===== src/rtl/mdio_mgmt_pkg.sv =====
package mdio_mgmt_pkg;
    localparam int WORD_W    = 32;
    localparam int DATA_W    = 16;
    localparam int PRE_LEN   = 32;
    localparam int TOT_LEN   = PRE_LEN + WORD_W;
    localparam int CNT_W     = $clog2(TOT_LEN);
    localparam int TA_POS    = PRE_LEN + 14;
    localparam int DATA_POS  = PRE_LEN + 16;
    localparam int OP_HI     = 29;
    localparam int SEL_W     = 3;
    localparam int HALF_W    = 6;

    typedef enum logic [1:0] {
        ST_IDLE  = 2'd0,
        ST_ARM   = 2'd1,
        ST_SHIFT = 2'd2
    } seq_state_t;

    function automatic logic [HALF_W-1:0] half_period(input logic [SEL_W-1:0] sel);
        case (sel)
            3'd0:    half_period = HALF_W'(4);
            3'd1:    half_period = HALF_W'(8);
            3'd2:    half_period = HALF_W'(16);
            3'd3:    half_period = HALF_W'(24);
            3'd4:    half_period = HALF_W'(32);
            default: half_period = HALF_W'(48);
        endcase
    endfunction
endpackage


===== src/rtl/mdio_mdc_gen.sv =====
module mdio_mdc_gen
    import mdio_mgmt_pkg::*;
(
    input  logic             clk,
    input  logic             rst_n,
    input  logic             run,
    input  logic [SEL_W-1:0] sel,
    output logic             mdc_raw,
    output logic             rise,
    output logic             fall
);
    logic [HALF_W-1:0] cnt_q;
    logic [HALF_W-1:0] half;
    logic              wrap;

    assign half = half_period(sel);
    assign wrap = run && (cnt_q >= half - 1'b1);
    assign rise = wrap && !mdc_raw;
    assign fall = wrap && mdc_raw;

    always_ff @(posedge clk or negedge rst_n) begin
        if (!rst_n) begin
            cnt_q   <= '0;
            mdc_raw <= 1'b0;
        end else if (run) begin
            if (wrap) begin
                cnt_q   <= '0;
                mdc_raw <= !mdc_raw;
            end else begin
                cnt_q <= cnt_q + 1'b1;
            end
        end
    end


    mdc_freeze_chk: assert property (@(posedge clk) disable iff (!rst_n)
        !run |=> $stable(mdc_raw) && $stable(cnt_q));
endmodule


===== src/rtl/mdio_frame_seq.sv =====
module mdio_frame_seq
    import mdio_mgmt_pkg::*;
(
    input  logic              clk,
    input  logic              rst_n,
    input  logic              req,
    input  logic [WORD_W-1:0] word_in,
    input  logic              rise,
    input  logic              fall,
    input  logic              mdio_i,
    output logic              busy,
    output logic              done,
    output logic              op_rd,
    output logic [DATA_W-1:0] rdata,
    output logic              mdio_o,
    output logic              mdio_oe
);
    seq_state_t        state_q, state_d;
    logic [WORD_W-1:0] word_q;
    logic [CNT_W-1:0]  cnt_q;
    logic [CNT_W-1:0]  cnt_nxt;
    logic              last_bit;

    assign busy     = (state_q != ST_IDLE);
    assign op_rd    = (word_q[OP_HI:OP_HI-1] == 2'b10);
    assign cnt_nxt  = cnt_q + 1'b1;
    assign last_bit = (cnt_q == CNT_W'(TOT_LEN - 1));
    assign done     = (state_q == ST_SHIFT) && fall && last_bit;

    function automatic logic frame_bit(input logic [CNT_W-1:0] idx,
                                       input logic [WORD_W-1:0] w);
        if (int'(idx) < PRE_LEN)
            frame_bit = 1'b1;
        else
            frame_bit = w[TOT_LEN - 1 - int'(idx)];
    endfunction

    always_comb begin
        state_d = state_q;
        unique case (state_q)
            ST_IDLE:  if (req)              state_d = ST_ARM;
            ST_ARM:   if (fall)             state_d = ST_SHIFT;
            ST_SHIFT: if (fall && last_bit) state_d = ST_IDLE;
            default:                        state_d = ST_IDLE;
        endcase
    end

    always_ff @(posedge clk or negedge rst_n) begin
        if (!rst_n) state_q <= ST_IDLE;
        else        state_q <= state_d;
    end

    always_ff @(posedge clk or negedge rst_n) begin
        if (!rst_n) begin
            word_q  <= '0;
            cnt_q   <= '0;
            rdata   <= '0;
            mdio_o  <= 1'b1;
            mdio_oe <= 1'b0;
        end else begin
            unique case (state_q)
                ST_IDLE: begin
                    if (req) begin
                        word_q <= word_in;
                        cnt_q  <= '0;
                    end
                end
                ST_ARM: begin
                    if (fall) begin
                        mdio_o  <= frame_bit('0, word_q);
                        mdio_oe <= 1'b1;
                    end
                end
                ST_SHIFT: begin
                    if (rise && op_rd && int'(cnt_q) >= DATA_POS)
                        rdata <= {rdata[DATA_W-2:0], mdio_i};
                    if (fall) begin
                        if (last_bit) begin
                            mdio_oe <= 1'b0;
                        end else begin
                            cnt_q   <= cnt_nxt;
                            mdio_o  <= frame_bit(cnt_nxt, word_q);
                            mdio_oe <= !(op_rd && int'(cnt_nxt) >= TA_POS);
                        end
                    end
                end
                default: ;
            endcase
        end
    end


    rd_release_chk: assert property (@(posedge clk) disable iff (!rst_n)
        (state_q == ST_SHIFT && op_rd && int'(cnt_q) >= TA_POS) |-> !mdio_oe);

    busy_hold_chk: assert property (@(posedge clk) disable iff (!rst_n)
        (busy && req) |=> $stable(word_q));
endmodule


===== src/rtl/mdio_frame_ctrl.sv =====
module mdio_frame_ctrl
    import mdio_mgmt_pkg::*;
(
    input  logic              clk,
    input  logic              rst_n,
    input  logic              port_en,
    input  logic [SEL_W-1:0]  div_sel,
    input  logic              wr_en,
    input  logic [WORD_W-1:0] wr_data,
    output logic [WORD_W-1:0] mgmt_word,
    output logic              idle,
    output logic              mdc,
    output logic              mdio_o,
    output logic              mdio_oe,
    input  logic              mdio_i
);
    logic              mdc_raw, rise, fall;
    logic              busy, done, op_rd, oe_raw;
    logic [DATA_W-1:0] rdata;

    mdio_mdc_gen u_mdc (
        .clk     (clk),
        .rst_n   (rst_n),
        .run     (port_en),
        .sel     (div_sel),
        .mdc_raw (mdc_raw),
        .rise    (rise),
        .fall    (fall)
    );

    mdio_frame_seq u_seq (
        .clk     (clk),
        .rst_n   (rst_n),
        .req     (wr_en),
        .word_in (wr_data),
        .rise    (rise),
        .fall    (fall),
        .mdio_i  (mdio_i),
        .busy    (busy),
        .done    (done),
        .op_rd   (op_rd),
        .rdata   (rdata),
        .mdio_o  (mdio_o),
        .mdio_oe (oe_raw)
    );

    assign idle    = !busy;
    assign mdc     = mdc_raw && port_en;
    assign mdio_oe = oe_raw && port_en;

    always_ff @(posedge clk or negedge rst_n) begin
        if (!rst_n)
            mgmt_word <= '0;
        else if (wr_en && !busy)
            mgmt_word <= wr_data;
        else if (done && op_rd)
            mgmt_word[DATA_W-1:0] <= rdata;
    end


    out_on_fall_chk: assert property (@(posedge clk) disable iff (!rst_n)
        !$stable(mdio_o) |-> $fell(mdc_raw));

    idle_drop_chk: assert property (@(posedge clk) disable iff (!rst_n)
        (wr_en && idle) |=> !idle);

    busy_word_chk: assert property (@(posedge clk) disable iff (!rst_n)
        (wr_en && !idle && !done) |=> $stable(mgmt_word));
endmodule


===== config.mk =====
export PLATFORM = sky130hd
export DESIGN_NAME = mdio_frame_ctrl
export DESIGN_NICKNAME = d
export VERILOG_FILES = /design/src/rtl/mdio_mgmt_pkg.sv /design/src/rtl/mdio_mdc_gen.sv /design/src/rtl/mdio_frame_seq.sv /design/src/rtl/mdio_frame_ctrl.sv
export SDC_FILE = /design/constraint.sdc
export NUM_CORES = 1
export LEC_CHECK = 0
export ABC_AREA = 0
export ABC_CLOCK_PERIOD_IN_PS = 5000
export CAP_MARGIN = 20
export CORE_AREA = 2 2 129 131
export DETAILED_ROUTE_END_ITERATION = 7
export DIE_AREA = 0 0 131 133
export SYNTH_ARGS = -nofsm -noshare
export SYNTH_HDL_FRONTEND = slang
export SYNTH_HIERARCHICAL = 1
export SYNTH_SLANG_ARGS = --single-unit

===== constraint.sdc =====
create_clock -name clk -period 5 [get_ports clk]
set_clock_uncertainty 0.2 [all_clocks]
set_input_delay 1.25 -clock clk [delete_from_list [all_inputs] [get_ports clk]]
set_output_delay 1.25 -clock clk [all_outputs]
set_load 0.005 [all_outputs]

==> results of run 1 <==
==> cell families after synthesis <==
kind of cell | count (synthesis) | share of synthesized area, %
compound gates | 34 | 5.24
flops | 97 | 51.1
fa+ha+maj | 7 | 1.84
buf+inv | 24 | 3.37
mux | 111 | 29.9
xor+xnor | 8 | 1.47
simple gates | 57 | 7.10
==> critical path: stages <==
cell             delay (ns)
clkdlybuf4s50_1        0.45
or3_1                  0.39
ha_1                   0.22
xor2_1                 0.17
ha_1                   0.36
nand3_2                0.11
o22ai_4                0.24
or2_4                  0.19
and3_1                 0.31
nand3_2                0.10
a21o_1                 0.26
or4_1                  0.49
o21ai_1                0.09
==> placed cells by master (no fill, tap or decap), types with 2 or more instances in the layout <==
cell	instances
o21ai_1	2
nor3b_1	2
mux2_4	23
nand3_1	7
mux2_2	77
mux4_2	8
nand2_1	11
xor2_1	6
and3_1	3
o21ai_0	5
nand3_2	2
nor3_1	5
clkbuf_16	9
o31ai_1	3
buf_4	4
dfrtp_1	96
and2_1	2
nor4_1	2
xnor2_1	2
clkbuf_8	2
clkdlybuf4s50_1	74
nand2b_1	5
a21oi_1	6
nor2_1	7
a22o_1	2
a31oi_1	4
ha_1	7
mux2i_1	3
inv_6	2
inv_1	10
a21o_1	2
o22ai_1	5
==> metal layers <==
layer | vias up | track usage, % | wire, microns
met5 | - | 0 | 0
met4 | 0 | 4.96 | 163
met3 | 12 | 3.03 | 489
met2 | 69 | 17.4 | 4340
met1 | 1435 | 16.5 | 4520
li1 | 1383 | - | -
==> final timing paths <==
path / end / depth (start not counted)
hold / removal: u_seq/word_q[5]$_DFFE_PN0P_ / 1
min in group asynchronous: mgmt_word[10]$_DFFE_PN0P_ / 1
setup reg to reg: u_seq/cnt_q[3]$_DFFE_PN0P_ / 9
max in group asynchronous: u_seq/word_q[6]$_DFFE_PN0P_ / 2
setup / recovery: u_seq/cnt_q[3]$_DFFE_PN0P_ / 13
hold reg to reg: u_seq/word_q[5]$_DFFE_PN0P_ / 1
==> state kept, by name (all words and copies together) (netlist names) <==
name and count:
u_seq/mdio_oe 1, u_mdc/cnt_q 6, u_mdc/mdc_raw 1, u_seq/cnt_q 6, mgmt_word 32, u_seq/mdio_o 1, u_seq/state_q 2, u_seq/word_q 32
u_seq/rdata 16
==> power by group through the flow <==
stage	registers (mW)	logic [mW]	clock network (mW)
floorplan	1.21	0.603	0
global placement	1.24	0.952	0
detailed placement	1.25	0.970	0
global route	1.27	1.05	0.729
CTS	1.24	0.975	0.699
finish	1.23	0.958	0.667
==> cell type report <==
class | count | area [sq um]
Tap cell | 220 | 275
Timing Repair Buffer | 79 | 791
Clock inverter | 4 | 33.8
Clock buffer | 12 | 256
Sequential cell | 97 | 2430
Multi-Input combinational cell | 217 | 2170
Fill cell | 1561 | 10200
Inverter | 10 | 37.5
==> impl_metrics.csv, run 1 <==
group,metric,value,unit
sta,tns,0,ns
critical_path,worst_setup_path_end_kind,"flop",
global_routing,grt_max_degree,69,
drt,first_pass_iters,4,
synthesis,seq_area_frac_synth,51.1,%
power_and_ir_drop,p_int,2.06,mW
sta,setup_viol,0,
synthesis,synth-main-ff-cell,"dfrtp_1",
drt,drt_iter0_drc,150,
critical_path,worstPathMaxFanout,8,
drt,vias_per_cell,4.54,
min_path,holdCritPathClass,"flop to flop",
sta,finalHoldViolCount,0,
die,initial_core_util,29.4,%
clocking,cts_tree,"done",
place,place.gp.congestion,0.799,
sta,layout_setup_ws,0.439,ns
drt,wl_per_cell,14.9,microns
die,fp.dieH,133,microns
critical_path,crit_type,"input pin to flop",
run,drv_cap,0,
die,die_w,131,microns
critical_path,critPathLaunch,"div_sel[0]",
synthesis,yosysTopAreaCellShare,50.5,%
power_and_ir_drop,power.switching,0.799,mW
finish,final_area,6000,sq um
sta,tightest_slew,0.931,ns
synthesis,yosysUniqueCellTypes,50,
drt,wl,9.51,mm
clocking,clkTransAtPathRegs,0.06,ns
critical_path,r2r_start,"u_mdc/cnt_q[4]$_DFFE_PN0P_",
synthesis,synth_common_cells,"dfrtp_1, mux2_2, mux2_4",
power_and_ir_drop,static-leakage-power,2.62,nW
run_status,status,"completed",
place,preCtsSetupSlack,0.109,ns
synthesis,synth.most_common_cell,"dfrtp_1",
global_routing,gr-total-overflow,0,
synthesis,avgSynthCellArea,14.1,sq um
min_path,worstHoldStart,"u_seq/word_q[5]$_DFFE_PN0P_",
global_routing,grt_pass1_vias,3011,
drt,via_count,2899,
clocking,numCtsBuffers,9,
clocking,h-tree-depth,3,
critical_path,r2r_setup_slack,2.14,ns
place,dpl.hpwl,6.68,mm
finish,nNetsFinal,461,
place,placed_area,5710,sq um
sta,max_freq,219,MHz
power_and_ir_drop,vdd_drop_max,0.227,mV
power_and_ir_drop,power_frac_comb,33.5,%
synthesis,netlist_area,4760,sq um
drt,drc,0,
clocking,clk_path_buf_depth,2,
sta,finalCritPeriodShare,91.2,%
clocking,ctsResizeCount,0,
synthesis,yosys_warnings,6,
place,dp.cells,623,
clocking,cts_setup_buffers,0,
clocking,cts.sinks,97,
sta,hold-worst-slack,0.302,ns
place,io_buffers,75,
synthesis,synth_area_leaders,"dfrtp_1, mux2_2, mux2_4",
finish,fin_util,37.1,%
synthesis,ys_ff_latch,97,
global_routing,grt_use_total,11.8,%
power_and_ir_drop,pwr-share-clk,23.3,%
clocking,cts_hold_buf,0,
power_and_ir_drop,switching_share,28.0,%
finish,stdcell_count,639,
finish,syn_to_final_growth,26.1,%
finish,diodes,0,
drt,final_antenna_net_count,0,
global_routing,grt_antenna_before_repair,0,
synthesis,synth_largest_area_cell,"dfrtp_1",
finish,layout-drive-gt1-share,34.1,%
synthesis,synth_edf_count,0,
die,coreArea,16200,sq um
sta,slew_violations,0,
synthesis,synthArstFlopShare,100,%
die,die_area,17400,sq um
sta,grt_setup_unrepaired,"false",
critical_path,start_kind,"input pin",
power_and_ir_drop,power_density,476,nW/um^2
sta,max_slew_margin,37.8,%
synthesis,postSynthNetCount,385,
clocking,clk_latency,0.34,ns
die,io_pins,76,
sta,min_period,4.56,ns
die,fp-row-count,47,
clocking,clock-root-buffer,"clkbuf_16",
power_and_ir_drop,design_power_total,2.86,mW
critical_path,cp.arrival,4.63,ns
synthesis,syn_inst,338,
global_routing,grt_pass1_wl,15.9,mm
critical_path,worstPathRequired,5.07,ns
power_and_ir_drop,p_seq_share,43.1,%
Note: power is estimated with default switching activity, not from simulation.
==> run 2: changes to the inputs <==
--- a/config.mk
+++ b/config.mk
@@ -8,9 +8,10 @@
 export ABC_AREA = 0
 export ABC_CLOCK_PERIOD_IN_PS = 5000
 export CAP_MARGIN = 20
-export CORE_AREA = 2 2 129 131
+export CORE_AREA = 2 2 101 103
 export DETAILED_ROUTE_END_ITERATION = 7
-export DIE_AREA = 0 0 131 133
+export DIE_AREA = 0 0 103 105
+export PLACE_DENSITY = 0.74
 export SYNTH_ARGS = -nofsm -noshare
 export SYNTH_HDL_FRONTEND = slang
 export SYNTH_HIERARCHICAL = 1
==> run 2 against run 1 <==
First-iteration DRC count is 9.3% lower. Wire length is 7.0% lower. Critical endpoint unchanged. Maximum frequency is 0.83% higher. Via count is 0.86% higher.
==> impl_metrics.csv, run 2 (synthesized netlist as in run 1, its figures left out) <==
group,metric,value,unit
global_routing,grt_antenna_before_repair,0,
run_status,status,"completed",
critical_path,r2r_setup_slack,2.13,ns
critical_path,start_kind,"input pin",
die,fp.dieH,105,microns
global_routing,grt_pass1_wl,14.9,mm
clocking,clk_path_buf_depth,2,
clocking,numCtsBuffers,9,
clocking,clock-root-buffer,"clkbuf_8",
sta,min_period,4.52,ns
drt,vias_per_cell,5.30,
drt,drc,0,
drt,drt_iter0_drc,136,
die,die_w,103,microns
finish,syn_to_final_growth,21.3,%
die,coreArea,9640,sq um
critical_path,crit_type,"input pin to flop",
clocking,cts_tree,"done",
clocking,clkTransAtPathRegs,0.09,ns
finish,layout-drive-gt1-share,33.9,%
finish,regArea,2430,sq um
finish,diodes,0,
run,drv_cap,0,
global_routing,gr-total-overflow,0,
critical_path,r2r_start,"u_mdc/cnt_q[4]$_DFFE_PN0P_",
min_path,worstHoldStart,"u_seq/word_q[5]$_DFFE_PN0P_",
finish,fin_util,59.9,%
sta,finalHoldViolCount,0,
critical_path,cp.arrival,4.62,ns
clocking,cts_hold_buf,0,
sta,slew_violations,0,
drt,via_count,2924,
drt,first_pass_iters,4,
finish,nNetsFinal,461,
critical_path,worstPathMaxFanout,8,
die,io_pins,76,
clocking,h-tree-depth,3,
global_routing,grt_pass1_vias,2982,
finish,largestRegisters,"mgmt_word: 32 flops, u_seq/word_q: 32 flops, u_seq/rdata: 16 flops",
die,fp-row-count,36,
sta,max_slew_margin,39.2,%
finish,nFillCells,804,
sta,setup_viol,0,
sta,tightest_slew,0.910,ns
power_and_ir_drop,vdd_drop_max,0.232,mV
clocking,clk_latency,0.36,ns
sta,tns,0,ns
finish,multiInputGateArea,2170,sq um
place,io_buffers,75,
sta,max_freq,221,MHz
critical_path,reg2reg_depth,10,
drt,wl,8.85,mm
critical_path,worst_setup_path_end_kind,"flop",
min_path,min_to,"u_seq/word_q[5]$_DFFE_PN0P_",
drt,wl_per_cell,16.0,microns
sta,finalCritPeriodShare,90.5,%
clocking,cts.sinks,97,
drt,final_antenna_net_count,0,
min_path,holdCritPathClass,"flop to flop",
critical_path,timing.rr.end,"mgmt_word[4]$_DFFE_PN0P_",
place,place.gp.congestion,0.829,
min_path,whs_path_depth,1,
global_routing,grt_use_total,17.7,%
power_and_ir_drop,static-leakage-power,2.57,nW
global_routing,grt_max_degree,68,
finish,final_common_cell,"dfrtp_1",
die,die_area,10800,sq um
finish,final_cell_mix,"dfrtp_1, mux2_2, clkdlybuf4s50_1, mux2_4, nand2_1",
critical_path,worstPathRequired,5.10,ns
power_and_ir_drop,power_density,458,nW/um^2
clocking,cts_setup_buffers,0,
clocking,ctsResizeCount,0,
die,initial_core_util,49.3,%
sta,grt_setup_unrepaired,"false",
place,dpl.hpwl,6.20,mm
## run 2: critical path: stages
cell	delay [ns]
clkdlybuf4s50_1	0.44
or3_1	0.41
ha_1	0.22
xor2_1	0.16
ha_1	0.36
nand3_2	0.11
o22ai_4	0.25
or2_4	0.19
and3_1	0.31
nand3_2	0.10
a21o_1	0.26
or4_1	0.48
o21ai_1	0.09
## run 2: how the worst max path moves through the flow
| stage | from | to | cells past startpoint |
|---|---|---|---|
| floorplan | div_sel[1] | mgmt_word[10]$_DFFE_PN0P_ | 13 |
| global route | div_sel[0] | u_seq/cnt_q[3]$_DFFE_PN0P_ | 13 |
| detailed placement | div_sel[1] | mgmt_word[6]$_DFFE_PN0P_ | 14 |
| finish | div_sel[1] | u_seq/cnt_q[3]$_DFFE_PN0P_ | 13 |
| CTS | div_sel[1] | u_seq/cnt_q[3]$_DFFE_PN0P_ | 13 |
| global placement | div_sel[0] | mgmt_word[1]$_DFFE_PN0P_ | 14 |
## run 2: layer usage
metal	routed length, microns	vias up	GRT usage (%)
li1	-	1375	-
met1	4040	1461	24.6
met3	430	16	4.21
met4	173	0	6.48
met5	0	-	0
met2	4210	72	26.9
## run 2: layout make-up
class | instances | area share (%)
inverters | 10 | 0.651
well taps | 133 | 2.88
multi-input cells | 217 | 37.7
clock buffers | 12 | 2.52
clock inverters | 4 | 0.455
flip-flops and latches | 97 | 42.1
repair buffers | 79 | 13.7
## run 2: stage by stage
stage / total power, mW / cell area, sq um / setup WS, ns / cells / hold WS [ns]
2_1_floorplan: 1.81 / 4760 / 0.629 / 338 / 0.274
3_3_place_gp: 2.17 / 5600 / 0.225 / 536 / 0.285
3_5_place_dp: 2.22 / 5600 / 0.0865 / 536 / 0.291
4_1_cts: 2.69 / 5770 / 0.488 / 552 / 0.314
5_1_grt: 2.83 / 5770 / 0.294 / 552 / 0.327
6_report: 2.64 / 5770 / 0.477 / 552 / 0.307
## run 2: power by group
part	leakage [nW]	internal [mW]	total (mW)	switching, mW
logic	1.25	0.626	0.956	0.330
clock network	0.0868	0.195	0.456	0.261
registers	1.22	1.06	1.23	0.171
total	2.57	1.88	2.64	0.762
